==> src/rtl/coh_pkg.sv <==
package coh_pkg;
  typedef enum logic [2:0] {
    CS_I   = 3'd0,
    CS_UC  = 3'd1,
    CS_UD  = 3'd2,
    CS_SC  = 3'd3,
    CS_SD  = 3'd4,
    CS_UCE = 3'd5,
    CS_UDP = 3'd6
  } coh_state_e;

  function automatic logic is_unique(input coh_state_e s);
    return (s == CS_UC) || (s == CS_UD) || (s == CS_UCE) || (s == CS_UDP);
  endfunction

  function automatic logic holds_dirty(input coh_state_e s);
    return (s == CS_UD) || (s == CS_SD) || (s == CS_UDP);
  endfunction

  function automatic coh_state_e promote(input coh_state_e s);
    case (s)
      CS_I:    return CS_UCE;
      CS_SC:   return CS_UC;
      CS_SD:   return CS_UD;
      default: return s;
    endcase
  endfunction
endpackage

==> src/rtl/coh_line_slot.sv <==
module coh_line_slot
  import coh_pkg::*;
#(
  parameter int LB = 8
) (
  input  logic          clk,
  input  logic          rst_n,
  input  logic          fill_hit,
  input  logic          fill_dirty,
  input  logic          snp_hit,
  input  logic          req_hit,
  input  logic          cmp_hit,
  input  logic          st_hit,
  input  logic [LB-1:0] st_be,
  input  logic          ev_hit,
  output coh_state_e    state_o,
  output logic [LB-1:0] mask_o,
  output logic          pend_o,
  output logic          snp_ev_o,
  output logic [LB-1:0] snp_mask_ev_o,
  output logic          wb_ev_o,
  output logic          wb_part_ev_o,
  output logic [LB-1:0] wb_mask_ev_o,
  output logic          rej_ev_o
);
  localparam logic [LB-1:0] FULL = {LB{1'b1}};

  typedef struct packed {
    coh_state_e    st;
    logic [LB-1:0] mk;
  } line_t;

  function automatic line_t apply_store(input line_t cur, input logic [LB-1:0] be);
    line_t r;
    logic [LB-1:0] nm;
    nm = cur.mk | be;
    r = cur;
    if (cur.st == CS_UD) r = '{CS_UD, FULL};
    else if (nm == FULL) r = '{CS_UD, FULL};
    else if (nm != '0)   r = '{CS_UDP, nm};
    return r;
  endfunction

  coh_state_e    state_q;
  logic [LB-1:0] mask_q;
  logic          pend_q;

  line_t s_fill, s_snp, s_cmp, s_st, s_ev;
  logic  cmp_apply;

  always_comb begin
    s_fill = '{state_q, mask_q};
    if (fill_hit) s_fill = fill_dirty ? '{CS_SD, FULL} : '{CS_SC, '0};

    snp_ev_o      = 1'b0;
    snp_mask_ev_o = '0;
    s_snp         = s_fill;
    if (snp_hit) begin
      snp_ev_o      = holds_dirty(s_fill.st);
      snp_mask_ev_o = holds_dirty(s_fill.st) ? s_fill.mk : '0;
      s_snp         = '{CS_I, '0};
    end

    cmp_apply = cmp_hit && pend_q;
    s_cmp     = s_snp;
    if (cmp_apply) s_cmp.st = promote(s_snp.st);

    rej_ev_o = st_hit && !is_unique(s_cmp.st);
    s_st     = s_cmp;
    if (st_hit && is_unique(s_cmp.st)) s_st = apply_store(s_cmp, st_be);

    wb_ev_o      = ev_hit && holds_dirty(s_st.st);
    wb_part_ev_o = wb_ev_o && (s_st.st == CS_UDP);
    wb_mask_ev_o = wb_ev_o ? s_st.mk : '0;
    s_ev         = s_st;
    if (ev_hit) s_ev = '{CS_I, '0};
  end

  always_ff @(posedge clk) begin
    if (!rst_n) begin
      state_q <= CS_I;
      mask_q  <= '0;
      pend_q  <= 1'b0;
    end else begin
      state_q <= s_ev.st;
      mask_q  <= s_ev.mk;
      pend_q  <= pend_q ? !cmp_hit : req_hit;
    end
  end

  assign state_o = state_q;
  assign mask_o  = mask_q;
  assign pend_o  = pend_q;

  assert_udp_mask_R5: assert property (@(posedge clk) disable iff (!rst_n)
    (state_q == CS_UDP) |-> (mask_q != '0 && mask_q != FULL));
  assert_clean_mask_R4: assert property (@(posedge clk) disable iff (!rst_n)
    (state_q inside {CS_I, CS_UC, CS_UCE, CS_SC}) |-> (mask_q == '0));
  assert_snoop_inval_R7: assert property (@(posedge clk) disable iff (!rst_n)
    (snp_hit && !(cmp_hit && pend_q)) |=> (state_q == CS_I && mask_q == '0));
  assert_pend_clear_R2: assert property (@(posedge clk) disable iff (!rst_n)
    (cmp_hit && pend_q) |=> !pend_q);
  assert_reject_hold_R6: assert property (@(posedge clk) disable iff (!rst_n)
    (st_hit && !fill_hit && !snp_hit && !cmp_hit && !ev_hit &&
     (state_q inside {CS_I, CS_SC, CS_SD})) |=> ($stable(state_q) && $stable(mask_q)));
endmodule

==> src/rtl/coh_event_collect.sv <==
module coh_event_collect #(
  parameter int NL = 4,
  parameter int LB = 8,
  parameter int LW = 2
) (
  input  logic             clk,
  input  logic             rst_n,
  input  logic [NL-1:0]    snp_ev,
  input  logic [NL*LB-1:0] snp_mask_ev,
  input  logic [LW-1:0]    snp_line,
  input  logic [NL-1:0]    wb_ev,
  input  logic [NL-1:0]    wb_part_ev,
  input  logic [NL*LB-1:0] wb_mask_ev,
  input  logic [LW-1:0]    ev_line,
  input  logic [NL-1:0]    rej_ev,
  output logic             st_reject_o,
  output logic             snp_data_o,
  output logic [LB-1:0]    snp_mask_o,
  output logic [LW-1:0]    snp_line_o,
  output logic             wb_valid_o,
  output logic             wb_partial_o,
  output logic [LB-1:0]    wb_mask_o,
  output logic [LW-1:0]    wb_line_o
);
  localparam logic [LB-1:0] FULL = {LB{1'b1}};

  logic [LB-1:0] snp_m, wb_m;

  always_comb begin
    snp_m = '0;
    wb_m  = '0;
    for (int i = 0; i < NL; i++) begin
      snp_m = snp_m | snp_mask_ev[i*LB +: LB];
      wb_m  = wb_m  | wb_mask_ev[i*LB +: LB];
    end
  end

  always_ff @(posedge clk) begin
    if (!rst_n) begin
      st_reject_o  <= 1'b0;
      snp_data_o   <= 1'b0;
      snp_mask_o   <= '0;
      snp_line_o   <= '0;
      wb_valid_o   <= 1'b0;
      wb_partial_o <= 1'b0;
      wb_mask_o    <= '0;
      wb_line_o    <= '0;
    end else begin
      st_reject_o  <= |rej_ev;
      snp_data_o   <= |snp_ev;
      snp_mask_o   <= snp_m;
      snp_line_o   <= snp_line;
      wb_valid_o   <= |wb_ev;
      wb_partial_o <= |wb_part_ev;
      wb_mask_o    <= wb_m;
      wb_line_o    <= ev_line;
    end
  end

  assert_one_wb_R8: assert property (@(posedge clk) disable iff (!rst_n)
    $onehot0(wb_ev));
  assert_full_wb_R8: assert property (@(posedge clk) disable iff (!rst_n)
    (wb_valid_o && !wb_partial_o) |-> (wb_mask_o == FULL));
  assert_partial_wb_R8: assert property (@(posedge clk) disable iff (!rst_n)
    (wb_valid_o && wb_partial_o) |-> (wb_mask_o != FULL && wb_mask_o != '0));
  assert_snp_mask_R7: assert property (@(posedge clk) disable iff (!rst_n)
    snp_data_o |-> (snp_mask_o != '0));
endmodule

==> src/rtl/coh_line_tracker.sv <==
module coh_line_tracker
  import coh_pkg::*;
#(
  parameter int NL = 4,
  parameter int LB = 8,
  localparam int LW = (NL > 1) ? $clog2(NL) : 1
) (
  input  logic             clk,
  input  logic             rst_n,
  input  logic             fill_valid,
  input  logic [LW-1:0]    fill_line,
  input  logic             fill_dirty,
  input  logic             snp_valid,
  input  logic [LW-1:0]    snp_line,
  input  logic             req_valid,
  input  logic [LW-1:0]    req_line,
  input  logic             cmp_valid,
  input  logic [LW-1:0]    cmp_line,
  input  logic             st_valid,
  input  logic [LW-1:0]    st_line,
  input  logic [LB-1:0]    st_be,
  input  logic             ev_valid,
  input  logic [LW-1:0]    ev_line,
  output logic [3*NL-1:0]  line_state_o,
  output logic [LB*NL-1:0] dirty_mask_o,
  output logic [NL-1:0]    pending_o,
  output logic             st_reject_o,
  output logic             snp_data_o,
  output logic [LB-1:0]    snp_mask_o,
  output logic [LW-1:0]    snp_line_o,
  output logic             wb_valid_o,
  output logic             wb_partial_o,
  output logic [LB-1:0]    wb_mask_o,
  output logic [LW-1:0]    wb_line_o
);
  logic [NL-1:0]    snp_ev, wb_ev, wb_part_ev, rej_ev;
  logic [NL*LB-1:0] snp_mask_ev, wb_mask_ev;

  for (genvar g = 0; g < NL; g++) begin : g_line
    coh_state_e st;
    coh_line_slot #(.LB(LB)) u_slot (
      .clk          (clk),
      .rst_n        (rst_n),
      .fill_hit     (fill_valid && fill_line == LW'(g)),
      .fill_dirty   (fill_dirty),
      .snp_hit      (snp_valid && snp_line == LW'(g)),
      .req_hit      (req_valid && req_line == LW'(g)),
      .cmp_hit      (cmp_valid && cmp_line == LW'(g)),
      .st_hit       (st_valid && st_line == LW'(g)),
      .st_be        (st_be),
      .ev_hit       (ev_valid && ev_line == LW'(g)),
      .state_o      (st),
      .mask_o       (dirty_mask_o[g*LB +: LB]),
      .pend_o       (pending_o[g]),
      .snp_ev_o     (snp_ev[g]),
      .snp_mask_ev_o(snp_mask_ev[g*LB +: LB]),
      .wb_ev_o      (wb_ev[g]),
      .wb_part_ev_o (wb_part_ev[g]),
      .wb_mask_ev_o (wb_mask_ev[g*LB +: LB]),
      .rej_ev_o     (rej_ev[g])
    );
    assign line_state_o[g*3 +: 3] = st;
  end

  coh_event_collect #(.NL(NL), .LB(LB), .LW(LW)) u_collect (
    .clk         (clk),
    .rst_n       (rst_n),
    .snp_ev      (snp_ev),
    .snp_mask_ev (snp_mask_ev),
    .snp_line    (snp_line),
    .wb_ev       (wb_ev),
    .wb_part_ev  (wb_part_ev),
    .wb_mask_ev  (wb_mask_ev),
    .ev_line     (ev_line),
    .rej_ev      (rej_ev),
    .st_reject_o (st_reject_o),
    .snp_data_o  (snp_data_o),
    .snp_mask_o  (snp_mask_o),
    .snp_line_o  (snp_line_o),
    .wb_valid_o  (wb_valid_o),
    .wb_partial_o(wb_partial_o),
    .wb_mask_o   (wb_mask_o),
    .wb_line_o   (wb_line_o)
  );
endmodule

==> config.mk <==
export PLATFORM = sky130hd
export DESIGN_NAME = coh_line_tracker
export DESIGN_NICKNAME = d
export VERILOG_FILES = /design/src/rtl/coh_pkg.sv /design/src/rtl/coh_line_slot.sv /design/src/rtl/coh_event_collect.sv /design/src/rtl/coh_line_tracker.sv
export SDC_FILE = /design/constraint.sdc
export NUM_CORES = 1
export LEC_CHECK = 0
export BUFFER_PORTS_ARGS = -buffer_cell sky130_fd_sc_hd__buf_2
export CAP_MARGIN = 5
export CORE_MARGIN = 3
export CORE_UTILIZATION = 35
export DETAILED_ROUTE_END_ITERATION = 6
export MAX_ROUTING_LAYER = met4
export PLACE_DENSITY = 0.62
export SLEW_MARGIN = 20
export SYNTH_ARGS = -nofsm -noshare
export SYNTH_HDL_FRONTEND = slang
export SYNTH_SLANG_ARGS = --single-unit
==> constraint.sdc <==
create_clock -name clk -period 3.55 [get_ports clk]
set_input_delay 0.1775 -clock clk [delete_from_list [all_inputs] [get_ports clk]]
set_output_delay 0.1775 -clock clk [all_outputs]
set_load 0.05 [all_outputs]
==> results of run 1 <==
-- layout make-up --
cell class	count	area [sq um]
Fill cell	1365	7222
Multi-Input combinational cell	483	2974
Sequential cell	72	1441
Timing Repair Buffer	121	658.1
Clock buffer	9	225.2
Tap cell	172	215.2
Clock inverter	6	108.9
Inverter	22	82.58
-- metrics by stage --
step           total power [W]  utilization
2_1_floorplan         0.001219            -
3_3_place_gp          0.001367       0.4155
3_5_place_dp          0.001366       0.4155
4_1_cts               0.002407       0.4413
5_1_grt               0.002487       0.4413
6_report              0.002407       0.4413
-- cell families (layout without fill, tap and decap cells) --
kind of cell,after synthesis,count (layout),synth area share
flip-flops,72,72,0.3044
buffers and inverters,70,158,0.06739
AO/OA/AOI/OAI,249,249,0.3491
AND/OR/NAND/NOR,224,224,0.2540
multiplexers,3,3,0.008985
XOR/XNOR,3,3,0.005551
adder cells (fa/ha/maj),4,4,0.01057
-- power by group through the flow --
stage / Clock, W / Sequential, W / Combinational, W
global placement: 0 / 0.000886 / 0.000481
floorplan: 0 / 0.000970 / 0.000250
finish: 0.00105 / 0.000871 / 0.000491
detailed placement: 0 / 0.000888 / 0.000478
global route: 0.00109 / 0.000875 / 0.000524
CTS: 0.00106 / 0.000870 / 0.000480
-- flip-flops by register name, summed over array words and instances (netlist names) --
name	count
g_line.u_slot.state_o	12
g_line.u_slot.mask_o	32
u_collect.wb_partial_o	1
u_collect.wb_mask_o	8
g_line.u_slot.pend_o	4
u_collect.wb_valid_o	1
u_collect.snp_mask_o	8
u_collect.snp_data_o	1
u_collect.snp_line_o	2
u_collect.wb_line_o	2
u_collect.st_reject_o	1
-- layout by cell type, fill, tap and decap left out, types with 3 or more instances in the layout --
| cell | instances |
|---|---|
| o31ai_1 | 7 |
| nand3_1 | 5 |
| buf_4 | 21 |
| and3b_1 | 4 |
| nor4_1 | 13 |
| nor3b_1 | 7 |
| nand2_1 | 49 |
| nand4_1 | 4 |
| a211oi_2 | 3 |
| ha_1 | 4 |
| a31oi_1 | 17 |
| and2_1 | 6 |
| a21o_1 | 6 |
| o221a_1 | 7 |
| o21ai_0 | 32 |
| clkbuf_16 | 9 |
| nor2_1 | 65 |
| o21ai_1 | 13 |
| o211ai_1 | 4 |
| a21oi_1 | 63 |
| a211oi_1 | 21 |
| a211o_1 | 6 |
| buf_2 | 100 |
| nand3b_1 | 6 |
| o22ai_1 | 28 |
| o21ba_2 | 3 |
| and3_1 | 6 |
| nor2b_1 | 3 |
| bufinv_16 | 3 |
| nor3_1 | 23 |
| dfxtp_1 | 72 |
| nand2b_1 | 9 |
| inv_1 | 21 |
| o2bb2ai_1 | 3 |
| o21a_1 | 10 |
-- how the worst min path moves through the flow --
stage                     cells after the start   startpoint                 endpoint  slack (ns)
final                                         2   ev_line[1]   u_collect.wb_line_o[1]        0.08
after global routing                          2   ev_line[1]   u_collect.wb_line_o[1]        0.09
after CTS                                     2   ev_line[1]   u_collect.wb_line_o[1]        0.07
after detailed placement                      2   ev_line[1]   u_collect.wb_line_o[1]        0.43
after global placement                        2   ev_line[1]   u_collect.wb_line_o[1]        0.43
after floorplan                               1  snp_line[0]  u_collect.snp_line_o[0]        0.30
-- cell usage after synthesis (7+ instances only) --
cell,number,area [sq um]
a211oi_1,21,157.7
a21oi_1,63,315.3
a31oi_1,17,106.4
buf_2,9,45.04
buf_4,8,60.06
clkbuf_1,28,105.1
dfxtp_1,72,1441
inv_1,21,78.83
nand2_1,49,183.9
nand2b_1,9,56.30
nor2_1,65,244.0
nor3_1,23,115.1
nor3b_1,7,52.55
nor4_1,13,81.33
o21a_1,10,75.07
o21ai_0,32,160.2
o21ai_1,13,65.06
o221a_1,7,78.83
o22ai_1,28,175.2
o31ai_1,7,52.55
-- metal layers --
metal | vias up | track usage | routed length [um]
met5 | - | - | 0
met4 | 0 | 0.08957 | 389
met3 | 32 | 0.05853 | 2018
met2 | 344 | 0.3920 | 8595
met1 | 2619 | 0.3814 | 8760
li1 | 2530 | - | -
-- worst max-delay path: cells and delay by family (launching register included) --
family / cells / cell delay (ns)
simple gates: 3 / 0.80
fa+ha+maj: 1 / 0.32
flops: 1 / 0.39
compound gates: 5 / 0.86
buf+inv: 3 / 0.49
mux: 1 / 0.20
==> impl_metrics.csv, run 1 <==
group,metric,value,unit
status,status,"complete, no violations",
power_and_ir_drop,power.switching,0.0007439,W
drt,drc,0,
floorplan,die_area,0.01496,sq mm
timing,maxSlewHeadroom,0.3975,
floorplan,die_y,122.3,um
drt,first_pass_iters,5,
drt,wl_per_cell,22.33,um
critical_path,regToRegEndpoint,"u_collect.wb_mask_o[4]",
cells_and_area,final_cell_area,0.005705,sq mm
cells_and_area,layoutNonFillerInstCount,885,
drt,vias,5525,
clocking,cts_buffer_depth,2,
power_and_ir_drop,pwr_density_cell,421.9,mW/mm^2
critical_path,rrSetupSlack,0.39,ns
clocking,clockRootBuffer,"clkbuf_16",
global_route,grt_pass1_wl,30150,um
clocking,postCtsHoldBufs,0,
floorplan,rows,41,
timing,slew_violations,0,
floorplan,boundaryPins,101,
drt,drt-initial-drc-count,720,
synth,syn_nets,658,
synth,postSynthCellCount,625,
timing,rsz0062_at_grt,"false",
critical_path,path_max_fanout,9,
synth,synth_seq_cells,72,
timing,max_freq,316.9,MHz
placement,place_inst,870,
power_and_ir_drop,p_clk_frac,0.434,
timing,fin_crit_sh,0.8888,
critical_path,required,3.82,ns
timing,setup_viol,0,
cells_and_area,layout-drive-gt1-share,0.2132,
placement,place_area,0.005371,sq mm
power_and_ir_drop,pwr-share-comb,0.204,
cells_and_area,num-nets-final,742,
timing,period_needed,3.155,ns
floorplan,fp.dieW,122.3,um
placement,dpl_worst_slack,0.3045,ns
critical_path,startpoint,"g_line[2].u_slot.pend_o",
timing,fin_skew,0.01116,ns
timing,worst_slack,0.3947,ns
global_route,overflow,0,
critical_path,cp-start-kind,"register",
drt,ant_nets,0,
global_route,grt_antenna_before_repair,0,
min_path,worstHoldPathType,"input port to register",
clocking,cts_max_level,3,
clocking,insertion_delay,0.35,ns
synth,avgSynthCellArea,7.575,sq um
power_and_ir_drop,ir_worst_vdd,209.0,uV
global_route,grtUsageTotal,0.2731,
critical_path,r2r_start,"g_line[2].u_slot.pend_o",
floorplan,initial_core_util,0.3662,
critical_path,worstSetupEndpoint,"u_collect.wb_mask_o[4]",
synth,synthesis.area,0.004735,sq mm
power_and_ir_drop,p_leak,2.341,nW
critical_path,cpPeakStageDelay,0.43,ns
critical_path,critPathKind,"register to register",
clocking,cts_tree,"built",
cells_and_area,area_delta_synth_final,20.51,%
placement,hpwlAfterDp,14940,um
clocking,cts_made_buffers,9,
timing,worst_pin_slew,0.8956,ns
synth,synth.distinct_cells,77,
synth,synth-warning-count,0,
clocking,path_clk_slew,0.06,ns
synth,async_flop_share,0,
critical_path,crit_top_cell,"buf_4",
power_and_ir_drop,sw_frac_of_total,0.3090,
critical_path,critPathSlowestCell,"nor3_1",
synth,synth-seq-area-share,0.3044,
clocking,clock_sinks,72,
critical_path,r2r_cells,13,
critical_path,worstPathArrival,3.42,ns
critical_path,endpoint_kind,"register",
drt,postRouteWirelength,19760,um
floorplan,core,0.01293,sq mm
cells_and_area,diodes,0,
power_and_ir_drop,p_seq_frac,0.362,
timing,hold_viol_final,0,
timing,finalSetupTns,0,ns
critical_path,worstPathCellList,"nand4b_4, mux2i_1, a2bb2oi_1, or2_1, inv_1, ha_1, nor3_1, buf_4, o2bb2ai_1, buf_4, a211oi_1, o221a_1, a31oi_1",
clocking,post_cts_buffers,0,
drt,vias_per_cell,6.243,
timing,whs,0.08216,ns
synth,synthFlopType,"dfxtp_1",
global_route,grt_pass1_vias,5114,
global_route,grt_max_degree,23,
job,maxCapViolCount,0,
power_and_ir_drop,p_int,0.001663,W
placement,place_congestion,1.005,
placement,port_buffers,100,
synth,synth-edff-count,0,
clocking,cts_resized,0,
No activity file was read; power rests on OpenSTA's default activity.
==> run 2: changes to the inputs <==
--- a/config.mk
+++ b/config.mk
@@ -11,7 +11,8 @@
 export CORE_UTILIZATION = 35
 export DETAILED_ROUTE_END_ITERATION = 6
 export MAX_ROUTING_LAYER = met4
-export PLACE_DENSITY = 0.62
+export PLACE_DENSITY = 0.61
+export SKIP_LAST_GASP = 1
 export SLEW_MARGIN = 20
 export SYNTH_ARGS = -nofsm -noshare
 export SYNTH_HDL_FRONTEND = slang
==> run 2 against run 1 <==
Worst setup slack worse by 0.21 ns; clock power fell by 12%; critical endpoint is now u_collect.wb_mask_o[1]; final area decreased by 0.24%; fmax shrank 6.1%; critical path type unchanged; critical path depth did not move.
==> impl_metrics.csv, run 2 (same netlist as run 1, synthesis figures left out) <==
group,metric,value,unit
critical_path,critPathKind,"register to register",
timing,rsz0062_at_grt,"false",
min_path,worstHoldPathType,"input port to register",
floorplan,core,0.01293,sq mm
placement,port_buffers,100,
placement,hpwlAfterDp,14760,um
cells_and_area,diodes,0,
critical_path,r2r_cells,13,
cells_and_area,n_fill_cell,1384,
drt,wl_per_cell,21.97,um
critical_path,worstPathCellList,"nand4b_4, mux2i_1, a2bb2oi_1, or2_1, inv_1, ha_1, nor3_1, o211ai_1, o2bb2ai_1, buf_4, a211oi_1, o221a_1, a31oi_1",
timing,whs,0.09237,ns
floorplan,rows,41,
cells_and_area,largest_reg_flops,32,
clocking,post_cts_buffers,0,
timing,finalSetupTns,0,ns
global_route,grtUsageTotal,0.2650,
global_route,grt_antenna_before_repair,0,
cells_and_area,area_delta_synth_final,20.22,%
critical_path,critPathSlowestCell,"nor3_1",
drt,postRouteWirelength,19540,um
clocking,cts_buffer_depth,2,
timing,fin_crit_sh,0.9469,
floorplan,boundaryPins,101,
critical_path,worstPathArrival,3.63,ns
global_route,grt_max_degree,23,
clocking,path_clk_slew,0.07,ns
placement,place_congestion,0.9975,
timing,fin_skew,0.01136,ns
min_path,whs_endpoint,"u_collect.wb_line_o[0]",
cells_and_area,num-nets-final,745,
drt,ant_nets,0,
clocking,cts_tree,"built",
critical_path,r2r_start,"g_line[2].u_slot.pend_o",
global_route,grt_pass1_wl,29410,um
cells_and_area,fin_util,0.4403,
cells_and_area,layoutNonFillerInstCount,889,
floorplan,fp.dieW,122.3,um
drt,vias_per_cell,6.252,
min_path,worstHoldStart,"ev_line[0]",
drt,vias,5558,
drt,drc,0,
clocking,cts_made_buffers,9,
min_path,min_path_cells,2,
floorplan,die_area,0.01496,sq mm
timing,worst_slack,0.1885,ns
power_and_ir_drop,ir_worst_vdd,199.9,uV
placement,place_inst,873,
critical_path,cp-start-kind,"register",
critical_path,endpoint_kind,"register",
placement,dpl_worst_slack,0.2123,ns
critical_path,regToRegEndpoint,"u_collect.wb_mask_o[1]",
timing,worst_pin_slew,0.8312,ns
timing,period_needed,3.362,ns
timing,hold_viol_final,0,
job,maxCapViolCount,0,
status,status,"complete, no violations",
drt,drt-initial-drc-count,751,
clocking,cts_max_level,3,
power_and_ir_drop,pwr_density_cell,402.1,mW/mm^2
cells_and_area,mostFrequentLayoutCell,"buf_2",
timing,max_freq,297.5,MHz
critical_path,rrSetupSlack,0.19,ns
timing,maxSlewHeadroom,0.4422,
clocking,clockRootBuffer,"clkbuf_16",
critical_path,cpPeakStageDelay,0.47,ns
power_and_ir_drop,p_leak,2.333,nW
cells_and_area,layout-drive-gt1-share,0.2176,
clocking,cts_resized,0,
drt,first_pass_iters,7,
floorplan,die_y,122.3,um
clocking,postCtsHoldBufs,0,
timing,slew_violations,0,
global_route,overflow,0,
global_route,grt_pass1_vias,5056,
clocking,insertion_delay,0.35,ns
critical_path,path_max_fanout,9,
critical_path,required,3.82,ns
floorplan,initial_core_util,0.3662,
cells_and_area,final_cell_mix,"buf_2 (100), dfxtp_1 (72), nor2_1 (65)",
timing,setup_viol,0,
clocking,clock_sinks,72,
## run 2: changes by cell type in the layout (fill, tap and decap cells not counted), sizes merged
cell      previous run  this run
bufinv               3         1
buf                121       124
clkinvlp             0         2
clkinv               3         4
## run 2: how the worst max path moves through the flow
stage                                           start                      to  slack (ns)
after floorplan           g_line[2].u_slot.state_o[2]  u_collect.wb_mask_o[1]        0.50
after global placement                   fill_line[0]  u_collect.wb_mask_o[2]        0.34
after detailed placement                 fill_line[0]  u_collect.wb_mask_o[1]        0.21
after CTS                     g_line[2].u_slot.pend_o  u_collect.wb_mask_o[1]        0.32
after global routing          g_line[2].u_slot.pend_o  u_collect.wb_mask_o[0]        0.04
final                         g_line[2].u_slot.pend_o  u_collect.wb_mask_o[1]        0.19
## run 2: final cells by class
| type | count | area (sq um) | share of cell area |
|---|---|---|---|
| multi-input cells | 483 | 2974 | 0.5225 |
| clock inverters | 7 | 72.57 | 0.01275 |
| inverters | 22 | 82.58 | 0.01451 |
| well taps | 172 | 215.2 | 0.03781 |
| clock buffers | 9 | 225.2 | 0.03957 |
| repair buffers | 124 | 680.7 | 0.1196 |
| flip-flops and latches | 72 | 1441 | 0.2532 |
## run 2: metal layers
metal / up-vias / track usage / wire (um)
met5: - / - / 0
li1: 2537 / - / -
met1: 2602 / 0.3617 / 8432
met3: 39 / 0.06221 / 2081
met4: 0 / 0.1001 / 584
met2: 380 / 0.3799 / 8437
## run 2: stage by stage
step	instance area [sq um]	total power, W
after floorplan	4735	0.001219
after global placement	5394	0.001366
after CTS	5692	0.002282
after global routing	5692	0.002364
after detailed placement	5394	0.001363
final	5692	0.002288
## run 2: power breakdown
| part | total (W) | internal (W) | switching [W] |
|---|---|---|---|
| Sequential | 0.000871 | 0.000837 | 0.0000337 |
| Combinational | 0.000489 | 0.000146 | 0.000343 |
| Clock | 0.000929 | 0.000544 | 0.000385 |
| Total | 0.00229 | 0.00153 | 0.000762 |
## run 2: worst max-delay path, delay by kind of cell, from the launching register on
kind / cells / cell delay (ns)
AOI/OAI and AO/OA: 6 / 1.28
and+or+nand+nor: 3 / 0.84
buffers and inverters: 2 / 0.26
muxes: 1 / 0.20
adders and majority gates: 1 / 0.33
DFF: 1 / 0.39
